===== src/rtl/lsu_align_pkg.sv =====
package lsu_align_pkg;
  typedef enum logic [1:0] {
    SZ_BYTE = 2'b00,
    SZ_HALF = 2'b01,
    SZ_WORD = 2'b10,
    SZ_BAD  = 2'b11
  } acc_size_e;
endpackage


===== src/rtl/lsu_ea_gen.sv =====
module lsu_ea_gen #(
  parameter int ADDR_W = 32,
  parameter int IMM_W  = 16
) (
  input  logic [ADDR_W-1:0] base_a,
  input  logic [ADDR_W-1:0] index_b,
  input  logic [IMM_W-1:0]  imm,
  input  logic              use_imm,
  output logic [ADDR_W-1:0] ea
);
  logic [ADDR_W-1:0] imm_sx;
  logic [ADDR_W-1:0] addend;

  always_comb begin
    imm_sx = {{(ADDR_W-IMM_W){imm[IMM_W-1]}}, imm};
    addend = use_imm ? imm_sx : index_b;
    ea     = base_a + addend;
  end
endmodule


===== src/rtl/lsu_lane_ctl.sv =====
module lsu_lane_ctl
  import lsu_align_pkg::*;
#(
  parameter int LANES = 4,
  parameter int OFS_W = 2
) (
  input  acc_size_e        size,
  input  logic [OFS_W-1:0] ofs,
  output logic [LANES-1:0] lane_mask,
  output logic             misalign
);
  // lane k in address order drives mask bit LANES-1-k (big-endian)
  for (genvar k = 0; k < LANES; k++) begin : g_lane
    localparam logic [OFS_W-1:0] K = OFS_W'(k);
    logic sel;
    always_comb begin
      case (size)
        SZ_BYTE: sel = (ofs == K);
        SZ_HALF: sel = (ofs[OFS_W-1:1] == K[OFS_W-1:1]);
        SZ_WORD: sel = 1'b1;
        default: sel = 1'b0;
      endcase
    end
    assign lane_mask[LANES-1-k] = sel;
  end

  always_comb begin
    case (size)
      SZ_BYTE: misalign = 1'b0;
      SZ_HALF: misalign = ofs[0];
      SZ_WORD: misalign = |ofs;
      default: misalign = 1'b1;
    endcase
  end
endmodule


===== src/rtl/lsu_store_steer.sv =====
module lsu_store_steer
  import lsu_align_pkg::*;
#(
  parameter int DATA_W = 32
) (
  input  acc_size_e         size,
  input  logic [DATA_W-1:0] din,
  output logic [DATA_W-1:0] dout
);
  localparam int LANES = DATA_W / 8;

  always_comb begin
    case (size)
      SZ_BYTE: dout = {LANES{din[7:0]}};
      SZ_HALF: dout = {(LANES/2){din[15:0]}};
      default: dout = din;
    endcase
  end
endmodule


===== src/rtl/lsu_load_pick.sv =====
module lsu_load_pick
  import lsu_align_pkg::*;
#(
  parameter int DATA_W = 32,
  parameter int OFS_W  = 2
) (
  input  acc_size_e         size,
  input  logic [OFS_W-1:0]  ofs,
  input  logic [DATA_W-1:0] rdata,
  output logic [DATA_W-1:0] dout
);
  localparam int LANES = DATA_W / 8;
  localparam int HALVES = LANES / 2;

  always_comb begin
    dout = '0;
    case (size)
      SZ_BYTE: begin
        for (int k = 0; k < LANES; k++) begin
          if (ofs == OFS_W'(k)) dout[7:0] = rdata[DATA_W-1-8*k -: 8];
        end
      end
      SZ_HALF: begin
        for (int h = 0; h < HALVES; h++) begin
          if (ofs[OFS_W-1:1] == (OFS_W-1)'(h)) dout[15:0] = rdata[DATA_W-1-16*h -: 16];
        end
      end
      default: dout = rdata;
    endcase
  end
endmodule


===== src/rtl/lsu_be_aligner.sv =====
module lsu_be_aligner
  import lsu_align_pkg::*;
#(
  parameter int ADDR_W = 32,
  parameter int DATA_W = 32,
  parameter int IMM_W  = 16
) (
  input  logic                clk,
  input  logic                rst_n,
  input  logic                req_valid,
  input  logic                req_store,
  input  logic                req_imm_form,
  input  logic [1:0]          req_size,
  input  logic [ADDR_W-1:0]   base_a,
  input  logic [ADDR_W-1:0]   index_b,
  input  logic [IMM_W-1:0]    imm16,
  input  logic [DATA_W-1:0]   store_data,
  output logic [ADDR_W-1:0]   mem_addr,
  output logic [DATA_W/8-1:0] mem_be,
  output logic                mem_strobe,
  output logic                mem_we,
  output logic [DATA_W-1:0]   mem_wdata,
  input  logic [DATA_W-1:0]   mem_rdata,
  output logic                align_err,
  output logic                load_valid,
  output logic [DATA_W-1:0]   load_data
);
  localparam int LANES = DATA_W / 8;
  localparam int OFS_W = $clog2(LANES);

  // reset: asserted asynchronously, released after two clock edges
  logic [1:0] rst_q;
  logic       rst_ok;

  always_ff @(posedge clk or negedge rst_n) begin
    if (!rst_n) rst_q <= '0;
    else        rst_q <= {rst_q[0], 1'b1};
  end
  assign rst_ok = rst_q[1];

  acc_size_e        size_now;
  logic [ADDR_W-1:0] ea;
  logic [LANES-1:0]  mask_raw;
  logic              misalign;
  logic              go;
  logic              ld_issue;

  assign size_now = acc_size_e'(req_size);

  lsu_ea_gen #(.ADDR_W(ADDR_W), .IMM_W(IMM_W)) u_ea (
    .base_a (base_a),
    .index_b(index_b),
    .imm    (imm16),
    .use_imm(req_imm_form),
    .ea     (ea)
  );

  lsu_lane_ctl #(.LANES(LANES), .OFS_W(OFS_W)) u_lane (
    .size     (size_now),
    .ofs      (ea[OFS_W-1:0]),
    .lane_mask(mask_raw),
    .misalign (misalign)
  );

  lsu_store_steer #(.DATA_W(DATA_W)) u_steer (
    .size(size_now),
    .din (store_data),
    .dout(mem_wdata)
  );

  always_comb begin
    go         = req_valid & ~misalign & rst_ok;
    ld_issue   = go & ~req_store;
    mem_addr   = ea;
    mem_strobe = go;
    mem_we     = go & req_store;
    mem_be     = go ? mask_raw : '0;
    align_err  = req_valid & misalign;
  end

  // pending-load state: next-state and register processes
  logic             pend_d, pend_q;
  logic [OFS_W-1:0] ofs_d, ofs_q;
  acc_size_e        sz_d, sz_q;
  logic             cap_en;

  always_comb begin
    pend_d = ld_issue;
    cap_en = ld_issue;
    ofs_d  = ea[OFS_W-1:0];
    sz_d   = size_now;
  end

  always_ff @(posedge clk or negedge rst_n) begin
    if (!rst_n) begin
      pend_q <= 1'b0;
      ofs_q  <= '0;
      sz_q   <= SZ_BYTE;
    end else begin
      pend_q <= pend_d;
      if (cap_en) begin
        ofs_q <= ofs_d;
        sz_q  <= sz_d;
      end
    end
  end

  lsu_load_pick #(.DATA_W(DATA_W), .OFS_W(OFS_W)) u_pick (
    .size (sz_q),
    .ofs  (ofs_q),
    .rdata(mem_rdata),
    .dout (load_data)
  );

  assign load_valid = pend_q;
endmodule


===== config.mk =====
export PLATFORM = sky130hd
export DESIGN_NAME = lsu_be_aligner
export DESIGN_NICKNAME = d
export VERILOG_FILES = /design/src/rtl/lsu_align_pkg.sv /design/src/rtl/lsu_ea_gen.sv /design/src/rtl/lsu_lane_ctl.sv /design/src/rtl/lsu_store_steer.sv /design/src/rtl/lsu_load_pick.sv /design/src/rtl/lsu_be_aligner.sv
export SDC_FILE = /design/constraint.sdc
export NUM_CORES = 1
export LEC_CHECK = 0
export ABC_AREA = 1
export CAP_MARGIN = 40
export CORE_ASPECT_RATIO = 0.7
export CORE_MARGIN = 8
export CORE_UTILIZATION = 42
export DETAILED_ROUTE_END_ITERATION = 16
export HOLD_SLACK_MARGIN = 0.08
export PLACE_DENSITY = 0.89
export SYNTH_ARGS = -nofsm -noshare
export SYNTH_HDL_FRONTEND = slang
export SYNTH_SLANG_ARGS = --single-unit

===== constraint.sdc =====
create_clock -name clk -period 5.05 [get_ports clk]
set_input_delay 0.7575 -clock clk [delete_from_list [all_inputs] [get_ports clk]]
set_output_delay 0.7575 -clock clk [all_outputs]
set_load 0.01 [all_outputs]

==> flow_summary.ini <==
[status]
status = finished, final reports clean

[cts]
cts.htree.levels = 1
cts_buffers = 3
cts_root_buffer = clkbuf_16
cts_sinks = 7
insertion_delay_ns = 0.23
cts_buffer_depth = 2
post-cts-setup-buffers = 0
hold_buffers = 0
clk_pin_slew_ns = 0.04
cts_tree = built
cts-resized-gates = 0

[detailed_routing]
firstDrtPassIters = 7
routed_via_density = 4.908
drc_errors = 0
ant_nets = 0
first_iter_violations = 437
routed_wl_microns = 18190
via_count = 6012
wire_per_inst_microns = 14.84

[global_route]
grt_pass1_vias = 5566
grt_pass1_wl_microns = 28350
grt-busiest-layer = met2
grtUsageMet2 = 0.4126
grt_max_degree = 35
antenna_found_initial = 2
grtUsageTotal = 0.2553
gr-total-overflow = 0
grtUsageMet1 = 0.3316
use_met3 = 0.07271

[timing]
fin_crit_sh = 0.9249
max_clock_freq_mhz = 214.1
setup_tns_ns = 0
period_needed_ns = 4.671
relSlewSlack = 0.3950
clock_skew_ns = 0.0001175
setup_viol = 0
slew_viol_final = 0
tightest_slew_ns = 0.9074
rsz0062_at_grt = no
fin_ws_ns = 0.3792
finalHoldViolations = 0
holdWs_ns = 0.3566

[synth]
synth_area_leaders = nand2_1 30%, inv_1 16%, ha_1 9.1%
ys_ff_latch = 7
yosys.area.top_type_share = 0.2970
syn_area_sq_um = 4284
synth-seq-area-share = 0.04089
synth_top_area_cell = nand2_1
synth-warning-count = 0
yosysUniqueCellTypes = 38
syn-instance-count = 857
synth_nets = 1040
syn_avg_cell_area_sq_um = 4.999

[placement]
dp_hpwl_microns = 15830
portBuffers = 254
gp_congestion = 0.9467
post-place-ws_ns = 0.4505

[critical_path]
path_class = primary input to output pin
critPathBufInv = 4
worst_setup_path_start_kind = primary input
crit_arrival_ns = 3.91
cp_common_cell = nand2_1
worst_path_largest_cell_delay_ns = 0.53
end_kind = output pin
critPathRequiredTime_ns = 4.29
path_delay_family = buffers and inverters
cp_cell_sequence = clkdlybuf4s50_1 -> buf_4 -> nand2_1 -> o21ai_0 -> ha_1 -> nand2_1 -> inv_1 -> a21oi_1 -> nand2_1 -> a21oi_1 -> nand3_1 -> nand2_1 -> clkdlybuf4s50_1
cp_slowest_cell = clkdlybuf4s50_1
cp_max_fo = 34

[pwr]
power_frac_comb = 0.831
internal-power_w = 0.0007644
ir_worst_vdd_mv = 0.1024
power_density_nw_per_um2 = 209.0
p_switching_w = 0.0006888
sw_frac_of_total = 0.4740
seqPwrFrac = 0.075
p_leak_nw = 3.859
clkPwrFrac = 0.094

[final_layout]
syn_to_final_growth_pct = 62.32
layout_commonest_cell = nand2_1
diodes = 0
drive_gt1_frac = 0.05947
final_cell_mix = 339 x nand2_1, 254 x clkdlybuf4s50_1, 184 x inv_1
nNetsFinal = 1277

[die]
initial_core_util = 0.4232
io_pins = 255
die_w_microns = 136.7
die_area_sq_um = 13740
fp.coreArea_sq_um = 10120
num_rows = 31
die_y_microns = 100.5

[flow_run]
drv_cap = 0

[min_path]
hp-class = register to register
==> sequential cells by signal, summed over array words and instances, names as in the netlist <==
register    flops
ofs_q           2
rst_q           2
sz_q            2
load_valid      1
==> power by group through the flow <==
stage	Combinational, W	Sequential, W	Clock [W]
final	0.00121	0.000110	0.000136
after global routing	0.00132	0.000113	0.000142
after CTS	0.00120	0.000108	0.000138
after detailed placement	0.00120	0.000109	0
after global placement	0.00119	0.000108	0
after floorplan	0.000658	0.0000719	0
==> routing by layer <==
| metal | share of wire | vias up | wire length [microns] |
|---|---|---|---|
| met4 | 0.012 | 4 | 223 |
| met5 | 0.0014 | - | 25 |
| met3 | 0.12 | 18 | 2205 |
| met2 | 0.44 | 285 | 8051 |
| met1 | 0.42 | 2635 | 7679 |
| li1 | - | 3070 | - |
==> path summary, 6_finish.rpt <==
check / startpoint / end / slack [ns] / cells past startpoint
worst min register to register: rst_q[0] / rst_q[1] / 0.36 / 0
worst max register to register: sz_q[1] / sz_q[1] / 3.84 / 2
max in group asynchronous: rst_n / ofs_q[1] / 4.03 / 1
worst min-delay path: rst_q[0] / rst_q[1] / 0.36 / 0
min in group asynchronous: rst_n / sz_q[1] / 0.79 / 1
worst max-delay path: req_imm_form / mem_addr[30] / 0.38 / 13
==> Yosys cell counts (all sizes together) <==
cell	count
xnor2	2
inv	193
nor2	63
o22ai	7
nor3	3
a21oi	21
a31oi	3
ha	31
nand4	4
o221ai	7
o21ai	39
nand2	358
nand3	45
and2	1
conb	1
buf	20
a2111oi	1
a22oi	1
or2	1
mux2	14
clkbuf	5
a21o	1
o211ai	5
xor2	13
o21bai	10
fa	1
dfrtp	7
==> stage by stage <==
step           area (sq um)  cells  total power [W]    util
2_1_floorplan          4284    857        0.0007300       -
3_3_place_gp           6875   1221         0.001294  0.6792
3_5_place_dp           6875   1221         0.001308  0.6792
4_1_cts                6954   1225         0.001451  0.6869
5_1_grt                6954   1225         0.001578  0.6869
6_report               6954   1225         0.001453  0.6869
==> layout make-up <==
class                           count  area, sq um
Multi-Input combinational cell    632         3246
Tap cell                          132        165.2
Sequential cell                     7        175.2
Inverter                          193        724.4
Fill cell                         909         3169
Timing Repair Buffer              257         2565
Clock buffer                        4        78.83
==> cells by family (layout without fill, tap and decap cells) <==
kind of cell             Yosys count  count (layout)  share of synthesized area
AO/OA/AOI/OAI                     95              95                     0.1326
XOR/XNOR                          15              15                    0.03067
adder cells (fa/ha/maj)           32              32                    0.09521
buffers and inverters            218             454                     0.2015
flip-flops                         7               7                    0.04089
multiplexers                      14              14                    0.03680
other                              1               1                  0.0008753
AND/OR/NAND/NOR                  475             475                     0.4614
Power figures use the tool's default switching activity.
